## config.mk

```make
export PLATFORM = sky130hd
export DESIGN_NAME = pcall_term_gen
export DESIGN_NICKNAME = d
export VERILOG_FILES = /design/src/rtl/pterm_pkg.sv /design/src/rtl/pterm_batch_track.sv /design/src/rtl/pterm_call_ctl.sv /design/src/rtl/pterm_word_fmt.sv /design/src/rtl/pcall_term_gen.sv
export SDC_FILE = /design/constraint.sdc
export NUM_CORES = 1
export LEC_CHECK = 0
export ABC_CLOCK_PERIOD_IN_PS = 3500
export CAP_MARGIN = 20
export CORE_UTILIZATION = 44
export DETAILED_ROUTE_END_ITERATION = 16
export GPL_TIMING_DRIVEN = 1
export PLACE_DENSITY = 0.78
export SYNTH_ARGS = -nofsm -noshare
export SYNTH_HDL_FRONTEND = slang
export SYNTH_SLANG_ARGS = --single-unit
```

## constraint.sdc

```tcl
create_clock -name clk -period 3.5 [get_ports clk]
set_input_delay 0.35 -clock clk [delete_from_list [all_inputs] [get_ports clk]]
set_output_delay 0.35 -clock clk [all_outputs]
set_load 0.1 [all_outputs]
```

## src/rtl/pterm_pkg.sv

```systemverilog
package pterm_pkg;
   localparam int DEF_SIDX_W = 3;
   localparam int DEF_ERR_W  = 3;

   typedef enum logic {
      MODE_RECV = 1'b0,
      MODE_FAIL = 1'b1
   } rx_mode_e;
endpackage

```

## src/rtl/pterm_batch_track.sv

```systemverilog
module pterm_batch_track #(
   parameter int SIDX_W = pterm_pkg::DEF_SIDX_W
) (
   input  logic              clk,
   input  logic              rst_n,
   input  logic              batch_start,
   input  logic              sync_hit,
   input  logic [SIDX_W-1:0] sync_idx,
   input  logic              data_bad,
   output logic              bad_eff,
   output logic              nosync_eff,
   output logic [SIDX_W-1:0] sidx_eff
);
   logic              bad_q;
   logic              nosync_q;
   logic [SIDX_W-1:0] sidx_q;

   // A batch boundary in this cycle takes effect before any codeword in it.
   always_comb begin
      bad_eff    = batch_start ? 1'b0 : bad_q;
      nosync_eff = batch_start ? ~sync_hit : nosync_q;
      sidx_eff   = (batch_start & sync_hit) ? sync_idx : sidx_q;
   end

   always_ff @(posedge clk) begin
      if (!rst_n) begin
         bad_q    <= 1'b0;
         nosync_q <= 1'b0;
         sidx_q   <= '0;
      end else begin
         bad_q    <= bad_eff | data_bad;
         nosync_q <= nosync_eff;
         sidx_q   <= sidx_eff;
      end
   end
endmodule

```

## src/rtl/pterm_call_ctl.sv

```systemverilog
module pterm_call_ctl #(
   parameter bit ENH_SUPPORT = 1'b1
) (
   input  logic clk,
   input  logic rst_n,
   input  logic call_start,
   input  logic force_term,
   input  logic cw_valid,
   input  logic cw_is_addr,
   input  logic enh_en,
   input  logic nosync_now,
   input  logic df_mode,
   output logic call_active,
   output logic msg_ends,
   output logic term_fire
);
   logic enh_eff;
   logic active_q;

   generate
      if (ENH_SUPPORT) begin : g_enh
         assign enh_eff = enh_en;
      end else begin : g_noenh
         logic unused_enh;
         assign unused_enh = enh_en;
         assign enh_eff    = 1'b0;
      end
   endgenerate

   assign msg_ends  = active_q & cw_valid & ~cw_is_addr & enh_eff;
   assign term_fire = active_q & (force_term
                                  | (cw_valid & cw_is_addr)
                                  | (cw_valid & ~cw_is_addr & enh_eff)
                                  | (nosync_now & (df_mode == pterm_pkg::MODE_FAIL)));

   always_ff @(posedge clk) begin
      if (!rst_n) active_q <= 1'b0;
      else        active_q <= call_start | (active_q & ~term_fire);
   end

   assign call_active = active_q;
endmodule

```

## src/rtl/pterm_word_fmt.sv

```systemverilog
module pterm_word_fmt #(
   parameter int SIDX_W = pterm_pkg::DEF_SIDX_W,
   parameter int ERR_W  = pterm_pkg::DEF_ERR_W
) (
   input  logic                       clk,
   input  logic                       rst_n,
   input  logic                       term_fire,
   input  logic                       ft,
   input  logic [SIDX_W-1:0]          sidx,
   input  logic                       df,
   input  logic [ERR_W-2:0]           err_low,
   output logic                       term_valid,
   output logic [2+SIDX_W+ERR_W-1:0]  term_word
);
   always_ff @(posedge clk) begin
      if (!rst_n) begin
         term_valid <= 1'b0;
         term_word  <= '0;
      end else begin
         term_valid <= term_fire;
         if (term_fire) term_word <= {ft, sidx, df, 1'b0, err_low};
      end
   end
endmodule

```

## src/rtl/pcall_term_gen.sv

```systemverilog
module pcall_term_gen #(
   parameter int SIDX_W      = pterm_pkg::DEF_SIDX_W,
   parameter int ERR_W       = pterm_pkg::DEF_ERR_W,
   parameter bit ENH_SUPPORT = 1'b1
) (
   input  logic                      clk,
   input  logic                      rst_n,
   input  logic                      call_start,
   input  logic                      cw_valid,
   input  logic                      cw_is_addr,
   input  logic [ERR_W-1:0]          cw_err,
   input  logic                      batch_start,
   input  logic                      sync_hit,
   input  logic [SIDX_W-1:0]         sync_idx,
   input  logic                      df_mode,
   input  logic                      enh_en,
   input  logic                      force_term,
   output logic                      term_valid,
   output logic [2+SIDX_W+ERR_W-1:0] term_word
);
   localparam int              WORD_W = 2 + SIDX_W + ERR_W;
   localparam int              DF_BIT = ERR_W;
   localparam logic [ERR_W-1:0] UNCORR = '1;

   generate
      if (ERR_W < 2) begin : g_chk_err
         $error("ERR_W must be at least 2");
      end
      if (SIDX_W < 1) begin : g_chk_sidx
         $error("SIDX_W must be at least 1");
      end
   endgenerate

   logic              call_active, msg_ends, term_fire;
   logic              data_bad, bad_eff, nosync_eff;
   logic [SIDX_W-1:0] sidx_eff;
   logic [ERR_W-2:0]  err_low;
   logic              df_sel;

   // Uncorrectable message data counts unless that codeword ends the call.
   assign data_bad = cw_valid & ~cw_is_addr & (cw_err == UNCORR) & ~msg_ends;
   assign err_low  = cw_valid ? cw_err[ERR_W-2:0] : '0;
   assign df_sel   = (df_mode == pterm_pkg::MODE_FAIL) ? nosync_eff : bad_eff;

   pterm_batch_track #(.SIDX_W(SIDX_W)) u_batch (
      .clk(clk), .rst_n(rst_n), .batch_start(batch_start), .sync_hit(sync_hit),
      .sync_idx(sync_idx), .data_bad(data_bad), .bad_eff(bad_eff),
      .nosync_eff(nosync_eff), .sidx_eff(sidx_eff)
   );

   pterm_call_ctl #(.ENH_SUPPORT(ENH_SUPPORT)) u_ctl (
      .clk(clk), .rst_n(rst_n), .call_start(call_start), .force_term(force_term),
      .cw_valid(cw_valid), .cw_is_addr(cw_is_addr), .enh_en(enh_en),
      .nosync_now(batch_start & ~sync_hit), .df_mode(df_mode),
      .call_active(call_active), .msg_ends(msg_ends), .term_fire(term_fire)
   );

   pterm_word_fmt #(.SIDX_W(SIDX_W), .ERR_W(ERR_W)) u_fmt (
      .clk(clk), .rst_n(rst_n), .term_fire(term_fire), .ft(force_term),
      .sidx(sidx_eff), .df(df_sel), .err_low(err_low),
      .term_valid(term_valid), .term_word(term_word)
   );

   assert_only_active_R2: assert property (@(posedge clk) disable iff (!rst_n)
      term_valid |-> $past(call_active));

   assert_addr_ends_R3: assert property (@(posedge clk) disable iff (!rst_n)
      (call_active & cw_valid & cw_is_addr) |=> term_valid);

   assert_nosync_df_R5: assert property (@(posedge clk) disable iff (!rst_n)
      (call_active & batch_start & ~sync_hit & df_mode) |=> (term_valid & term_word[DF_BIT]));

   assert_forced_ft_R6: assert property (@(posedge clk) disable iff (!rst_n)
      term_valid |-> (term_word[WORD_W-1] == $past(force_term)));

   assert_word_hold_R10: assert property (@(posedge clk) disable iff (!rst_n)
      !term_valid |-> $stable(term_word));
endmodule

```

==> flow_metrics.tcl, run 1 <==
set metrics [dict create \
    setup.worst_path.start_class "flip-flop" \
    grt_max_degree 12 \
    n_antenna_cell 0 \
    wl_per_cell_um 12.01 \
    cp_data_arrival_time_ps 1750 \
    numClockSinks 14 \
    cts_tree "done" \
    p_leak_nw 0.3686 \
    hold_buffers 0 \
    fmax_mhz 475.3 \
    slowest_stage "clkdlybuf4s50_1" \
    avgViaCountPerCell 5.069 \
    final-hold-violation-count 0 \
    drive_above_1_share_pct 14.94 \
    die_area_um2 1618 \
    numPortBuffers 23 \
    dp_hpwl_um 878.2 \
    tightestPinTransition_ps 962.9 \
    finalClockSkew_ps 2.842 \
    drtIter0Drc 9 \
    grt_pass1_vias 433 \
    rsz0062_at_grt "no" \
    worstSkewPairLatency_ps 280 \
    placed_area_um2 864.6 \
    path_buf_inv 1 \
    grt_usage_pct 18.28 \
    grt-ovfl-total 0 \
    numCtsBuffers 3 \
    totalWireLength_um 1225 \
    syn_area_per_cell_um2 10.05 \
    dp_cells 98 \
    path_class "reg -> out" \
    syn_nets 80 \
    cts_root_buffer "clkbuf_4" \
    synth_seq_cells 14 \
    finalSetupViolCount 0 \
    fin_util_pct 67.54 \
    io_pins 25 \
    peakVddDrop_mv 0.2392 \
    cts_buffer_depth 2 \
    cp_max_fo 2 \
    powerDensity_nw_per_um2 412.5 \
    path_cells "clkdlybuf4s50_1" \
    via_count 517 \
    gp_congestion 0.6788 \
    slew_violations 0 \
    period_share_pct 60.11 \
    period_needed_ps 2104 \
    antenna_found_initial 0 \
    final_net_count 104 \
    coreArea_um2 1334 \
    worst_path_dominant_cell_family "buffers and inverters" \
    end_kind "output port" \
    ctsResizeCount 0 \
    yosysWarnings 0 \
    drc_errors 0 \
    slew_headroom_pct 35.60 \
    drt_first_pass_iters 4 \
    grt_pass1_wl_um 1876 \
    netlist_area_um2 643.1 \
    drtAntennaViolNets 0 \
    h-tree-depth 1 \
    yosysSeqAreaShare_pct 43.58 \
    start_util_pct 48.22 \
    path_clk_slew_ps 90 \
    std_cell_rows 13 \
    ys_types 29 \
    die_x_um 40.23 \
    area_growth_pct 40.08 \
    crit_required_ps 3150 \
    die_height_um 40.23 \
    stdcell_count 102 \
    hold_class "reg -> reg" \
    final_cell_area_um2 900.9 \
    cts_setup_buffers 0 \
    tns_ps 0 \
    slowest_delay_ps 1130 \
    syn_inst 64 \
    max_cap_violations 0 \
    outcome "finished clean" \
]
Yosys cell counts:
cell      count  share of area (%)
dfxtp_1      14                 44
a21oi_1       5                3.9
nand3_1       5                3.9
inv_1         4                2.3
a21bo_2       3                4.7
and2_1        3                2.9
mux2_4        3                7.0
mux2i_1       3                4.7
nand2_1       3                1.8
nor2_1        2                1.2
a211o_1       1                1.4
a221oi_1      1                1.4
a221oi_2      1                2.3
a311oi_1      1                1.4
a31o_1        1                1.4
a41oi_1       1                1.4
and2b_1       1                1.2
buf_2         1               0.78
buf_4         1                1.2
buf_6         1                1.8
clkbuf_1      1               0.58
conb_1        1               0.58
nand2b_1      1               0.97
nand3b_4      1                3.1
nand4_1       1               0.97
nor2b_1       1               0.97
o21a_1        1                1.2
o21ai_1       1               0.78
or2_2         1               0.97
worst min-delay path, stage by stage (launching register included):
cell	delay (ps)
dfxtp_1	320
nand2_1	50
mux2i_1	60
metal layers:
metal | global-route usage [%] | vias to the layer above | wire length [µm]
met5 | 0 | - | 0
met1 | 23.83 | 230 | 581
met3 | 5.000 | 2 | 59
met2 | 27.02 | 14 | 571
met4 | 10.00 | 0 | 12
li1 | - | 271 | -
cell usage in the layout, fill, tap and decap left out, types with 2 or more instances in the layout:
cell and n:
nand2_1 3, clkbuf_4 3, clkdlybuf4s50_1 23, a21bo_2 3
a21oi_1 5, nand3_1 5, inv_1 4, mux2_4 3
dfxtp_1 14, and2_1 3, mux2i_1 3, nor2_1 2
flip-flops by register name (all words and copies together) (netlist names):
signal             cells
u_fmt.term_word        7
u_ctl.call_active      1
u_batch.nosync_q       1
u_fmt.term_valid       1
u_batch.bad_q          1
u_batch.sidx_q         3
cells by family (layout without fill, tap and decap cells):
| kind of cell | count (synthesis) | count (layout) | synth area share (%) |
|---|---|---|---|
| muxes | 6 | 6 | 11.67 |
| buffers and inverters | 8 | 31 | 6.613 |
| and+or+nand+nor | 19 | 19 | 17.90 |
| other | 1 | 1 | 0.5831 |
| DFF | 14 | 14 | 43.58 |
| AOI/OAI and AO/OA | 16 | 16 | 19.65 |
report_power, final:
part | total (mW) | switching (mW) | internal, mW
combinational | 0.0841 | 0.0515 | 0.0326
clock | 0.119 | 0.0553 | 0.0633
sequential | 0.169 | 0.00304 | 0.166
total | 0.372 | 0.110 | 0.262
path summary, 6_finish.rpt:
check                     startpoint                 end  slack (ps)  depth (start not counted)
setup reg to reg   u_ctl.call_active  u_fmt.term_word[6]        2240                          3
hold / removal    u_fmt.term_word[1]  u_fmt.term_word[1]         470                          2
hold reg to reg   u_fmt.term_word[1]  u_fmt.term_word[1]         470                          2
setup / recovery  u_fmt.term_word[7]        term_word[7]        1400                          1
final cells by class:
| cell class | instances | area (µm²) |
|---|---|---|
| repair buffers | 23 | 230.2 |
| multi-input cells | 42 | 320.3 |
| clock buffers | 4 | 36.28 |
| well taps | 15 | 18.77 |
| fillers | 121 | 432.9 |
| inverters | 4 | 15.01 |
| flip-flops and latches | 14 | 280.3 |
per-stage QoR:
step | setup WS [ps] | power [mW] | hold WS (ps)
CTS | 1387 | 0.3744 | 475.4
floorplan | 2122 | 0.2286 | 449.0
finish | 1396 | 0.3717 | 471.5
global route | 1327 | 0.3865 | 490.5
global placement | 1515 | 0.2558 | 450.6
detailed placement | 1485 | 0.2563 | 454.9
Note: power is estimated with default switching activity, not from simulation.
==> run 2: changes to the inputs <==
--- a/config.mk
+++ b/config.mk
@@ -5,12 +5,12 @@
 export SDC_FILE = /design/constraint.sdc
 export NUM_CORES = 1
 export LEC_CHECK = 0
-export ABC_CLOCK_PERIOD_IN_PS = 3500
+export ABC_CLOCK_PERIOD_IN_PS = 2120
 export CAP_MARGIN = 20
-export CORE_UTILIZATION = 44
+export CORE_UTILIZATION = 41
 export DETAILED_ROUTE_END_ITERATION = 16
 export GPL_TIMING_DRIVEN = 1
-export PLACE_DENSITY = 0.78
+export PLACE_DENSITY = 0.73
 export SYNTH_ARGS = -nofsm -noshare
 export SYNTH_HDL_FRONTEND = slang
 export SYNTH_SLANG_ARGS = --single-unit
==> constraint.sdc (replaced) <==
create_clock -name clk -period 2.12 [get_ports clk]
set_input_delay 0.212 -clock clk [delete_from_list [all_inputs] [get_ports clk]]
set_output_delay 0.212 -clock clk [all_outputs]
set_load 0.1 [all_outputs]
==> flow_metrics.tcl, run 2 (synthesis results as in run 1) <==
set metrics [dict create \
    outcome "finished clean" \
    place_ws_ps 313.9 \
    area_growth_pct 39.30 \
    drtAntennaViolNets 0 \
    crit_required_ps 2290 \
    path_clk_slew_ps 80 \
    cts_root_buffer "clkbuf_4" \
    cp_max_fo 7 \
    drtIter0Drc 5 \
    min_from "u_fmt.term_word[1]" \
    final-hold-violation-count 0 \
    setup.worst_path.start_class "primary input" \
    final_net_count 106 \
    wl_per_cell_um 12.11 \
    period_needed_ps 1492 \
    cts_tree "done" \
    rsz0062_at_grt "no" \
    numClockSinks 14 \
    start_util_pct 46.52 \
    numPortBuffers 23 \
    dr_wl_met3_um 76 \
    r2r.worst_path.cells 3 \
    die_height_um 41.61 \
    drive_above_1_share_pct 25.84 \
    setup_ws_ps 627.5 \
    layout_common_cells "clkdlybuf4s50_1 (15), dfxtp_1 (14), buf_4 (10), nand3_1 (5), a21oi_1 (5)" \
    finalSetupViolCount 0 \
    period_share_pct 70.40 \
    std_cell_rows 13 \
    max_cap_violations 0 \
    totalWireLength_um 1259 \
    n_antenna_cell 0 \
    die_x_um 41.61 \
    drc_errors 0 \
    p_leak_nw 0.3936 \
    regMostFlops "u_fmt.term_word" \
    worstHoldPathCells 2 \
    largest_register_ffs 7 \
    end_kind "flip-flop" \
    reg2reg_from "u_ctl.call_active" \
    antenna_found_initial 0 \
    reg_top3 "u_fmt.term_word: 7 flops, u_batch.sidx_q: 3 flops" \
    finalClockSkew_ps 6.533 \
    worstSkewPairLatency_ps 280 \
    cp_data_arrival_time_ps 1660 \
    r2r_slack_ps 840 \
    drt_first_pass_iters 4 \
    regToRegEndpoint "u_fmt.term_word[5]" \
    avgViaCountPerCell 5.019 \
    dp_hpwl_um 979.7 \
    coreArea_um2 1383 \
    powerDensity_nw_per_um2 679.1 \
    grt-ovfl-total 0 \
    hold_class "reg -> reg" \
    route.met2.wl_um 590 \
    cts_setup_buffers 0 \
    grt_max_degree 11 \
    fmax_mhz 670.0 \
    peakVddDrop_mv 0.4942 \
    tns_ps 0 \
    whs_endpoint "u_fmt.term_word[1]" \
    highest_layer "met4" \
    wl_met1_um 587 \
    grt_pass1_wl_um 2194 \
    final_common_cell "clkdlybuf4s50_1" \
    io_pins 25 \
    gp_congestion 0.7017 \
    die_area_um2 1731 \
    h-tree-depth 1 \
    cts_buffer_depth 2 \
    via_count 522 \
    slew_violations 0 \
    path_class "in -> reg" \
    grt_usage_pct 16.85 \
    numCtsBuffers 3 \
    grt_pass1_vias 511 \
    hold_buffers 0 \
    ctsResizeCount 0 \
]
run 2: cell types whose count changed in the layout (fill, tap and decap cells not counted):
cell | before | now
buf_4 | 0 | 10
clkdlybuf4s50_1 | 23 | 15
run 2: layout make-up:
class | instances | area [µm²]
fill | 123 | 486.7
sequential | 14 | 280.3
tap | 15 | 18.77
clock buffer | 4 | 36.28
inverter | 4 | 15.01
timing repair buffer | 25 | 225.2
multi-input combinational | 42 | 320.3
run 2: where the power goes:
group / switching, mW / total [mW] / internal, mW
combinational: 0.0852 / 0.139 / 0.0542
clock: 0.0849 / 0.190 / 0.105
sequential: 0.00565 / 0.279 / 0.274
run 2: critical path, stage by stage:
cell	delay (ps)
clkdlybuf4s50_1	420
o21ai_1	260
a31o_1	440
mux2_4	330
run 2: worst max path at each step:
stage / start / end / slack, ps / cells past startpoint
global placement: cw_is_addr / u_fmt.term_word[6] / 380 / 4
CTS: cw_is_addr / u_fmt.term_word[5] / 610 / 4
finish: cw_is_addr / u_fmt.term_word[5] / 630 / 4
global route: cw_is_addr / u_fmt.term_word[5] / 540 / 4
detailed placement: cw_is_addr / u_fmt.term_word[4] / 310 / 4
floorplan: u_fmt.term_word[3] / u_fmt.term_word[3] / 740 / 2
run 2: through the flow:
| stage | utilization [%] | cells | area [µm²] | total power, mW | hold WS (ps) |
|---|---|---|---|---|---|
| 2_1_floorplan | - | 64 | 643.1 | 0.3774 | 332.3 |
| 4_1_cts | 64.80 | 104 | 895.9 | 0.6155 | 476.7 |
| 3_5_place_dp | 62.17 | 100 | 859.6 | 0.4255 | 463.6 |
| 3_3_place_gp | 62.17 | 100 | 859.6 | 0.4233 | 451.6 |
| 6_report | 64.80 | 104 | 895.9 | 0.6084 | 474.1 |
| 5_1_grt | 64.80 | 104 | 895.9 | 0.6414 | 499.2 |
run 2: metal layers:
metal	track usage, %	up-vias
met5	0	-
met4	5.806	0
met3	7.826	2
met2	26.56	17
met1	20.05	231
li1	-	272
==> run 3: changes to the inputs <==
--- a/config.mk
+++ b/config.mk
@@ -5,7 +5,7 @@
 export SDC_FILE = /design/constraint.sdc
 export NUM_CORES = 1
 export LEC_CHECK = 0
-export ABC_CLOCK_PERIOD_IN_PS = 2120
+export ABC_CLOCK_PERIOD_IN_PS = 1500
 export CAP_MARGIN = 20
 export CORE_UTILIZATION = 41
 export DETAILED_ROUTE_END_ITERATION = 16
==> constraint.sdc (replaced) <==
create_clock -name clk -period 1.5 [get_ports clk]
set_input_delay 0.15 -clock clk [delete_from_list [all_inputs] [get_ports clk]]
set_output_delay 0.15 -clock clk [all_outputs]
set_load 0.1 [all_outputs]
==> flow_metrics.tcl, run 3 (synthesis results as in run 1) <==
set metrics [dict create \
    largest_register_ffs 7 \
    io_pins 25 \
    finalClockSkew_ps 5.876 \
    fmax_mhz 737.9 \
    critical_path_depth 4 \
    final_net_count 115 \
    hold_buffers 0 \
    grt_usage_pct 18.97 \
    cts_buffer_depth 2 \
    die_x_um 41.61 \
    die_area_um2 1731 \
    final_common_cell "clkdlybuf4s50_1" \
    cts_root_buffer "clkbuf_4" \
    busiest_layer "met2" \
    met3_usage_pct 3.043 \
    gp_congestion 0.7180 \
    cts_tree "done" \
    path_class "in -> reg" \
    numCtsBuffers 3 \
    die_height_um 41.61 \
    grt_max_degree 10 \
    grt_pass1_vias 621 \
    final-hold-violation-count 0 \
    via_count 595 \
    final_cell_area_um2 1064 \
    path_clk_slew_ps 90 \
    r2r_slack_ps 300 \
    r2r.worst_path.cells 3 \
    slew_violations 0 \
    wl_per_cell_um 12.76 \
    min_from "sync_idx[2]" \
    dp_cells 109 \
    drtIter0Drc 6 \
    slowest_stage "clkdlybuf4s50_1" \
    max_cap_violations 0 \
    worstHoldPathCells 3 \
    path_cells "clkdlybuf4s50_1, o21ai_1, a31o_1, mux2_4" \
    totalWireLength_um 1442 \
    period_needed_ps 1355 \
    rsz0062_at_grt "no" \
    worstSkewPairLatency_ps 290 \
    drive_above_1_share_pct 32.65 \
    h-tree-depth 1 \
    std_cell_rows 13 \
    cp_max_fo 6 \
    peakVddDrop_mv 0.7335 \
    worst_path_dominant_cell_family "compound AO/OA/AOI/OAI gates" \
    regMostFlops "u_fmt.term_word" \
    coreArea_um2 1383 \
    outcome "finished clean" \
    slowest_delay_ps 410 \
    p_leak_nw 0.4595 \
    cp_data_arrival_time_ps 1530 \
    dp_hpwl_um 1105 \
    hold-worst-slack_ps 453.1 \
    area_growth_pct 65.37 \
    powerDensity_nw_per_um2 857.1 \
    drtAntennaViolNets 0 \
    n_antenna_cell 0 \
    critPathCapture "u_fmt.term_word[5]" \
    regToRegEndpoint "u_fmt.term_word[5]" \
    numPortBuffers 23 \
    drc_errors 0 \
    reg_top3 "u_fmt.term_word: 7 flops, u_batch.sidx_q: 3 flops" \
    grt_pass1_wl_um 2539 \
    period_share_pct 90.35 \
    placed_area_um2 1027 \
    place_ws_ps -173.6 \
    crit_required_ps 1680 \
    layout_common_cells "clkdlybuf4s50_1 (15), dfxtp_1 (14), buf_4 (11), buf_12 (8)" \
    use_met1_pct 21.25 \
    grtUsageMet2_pct 34.06 \
    setup.worst_path.start_class "primary input" \
    finalSetupViolCount 0 \
    cts_setup_buffers 0 \
    grt-ovfl-total 0 \
    reg2reg_from "u_ctl.call_active" \
    antenna_found_initial 0 \
    drt_first_pass_iters 4 \
    hold_class "in -> reg" \
    avgViaCountPerCell 5.265 \
    numClockSinks 14 \
    ctsResizeCount 0 \
    stdcell_count 113 \
    path_buf_inv 1 \
    power_uw 911.5 \
    start_util_pct 46.52 \
    end_kind "flip-flop" \
    startpoint "cw_is_addr" \
    setup_ws_ps 144.7 \
]
==> run 3: area by class of cell <==
type                            count  area [µm²]
Inverter                            4       15.01
Tap cell                           15       18.77
Multi-Input combinational cell     42       320.3
Clock buffer                        4       36.28
Fill cell                          95       319.1
Timing Repair Buffer               34       392.9
Sequential cell                    14       280.3
==> run 3: power breakdown <==
part	switching [mW]	total, mW	internal, mW
clock network	0.127	0.275	0.148
registers	0.0122	0.399	0.387
logic	0.126	0.238	0.112
==> run 3: worst min path at each step <==
stage / end / slack (ps)
2_1_floorplan: u_ctl.call_active / 270
4_1_cts: u_batch.sidx_q[2] / 450
5_1_grt: u_batch.sidx_q[2] / 460
6_report: u_batch.sidx_q[2] / 450
3_5_place_dp: u_batch.bad_q / 470
3_3_place_gp: u_batch.bad_q / 460
==> run 3: per-layer routing <==
layer,routed length [µm],share of wire [%]
met2,760,53
met4,24,1.7
met3,67,4.6
met5,0,0
met1,589,41
==> run 3: worst min-delay path, stage by stage <==
cell and delay, ps:
clkdlybuf4s50_1 390, nand3_1 80, a21oi_1 70
==> run 3: stage by stage <==
stage | setup TNS, ps | utilization (%)
detailed placement | -884.9 | 74.30
global placement | -659.0 | 74.30
global route | 0 | 76.92
CTS | 0 | 76.92
floorplan | 0 | -
finish | 0 | 76.92
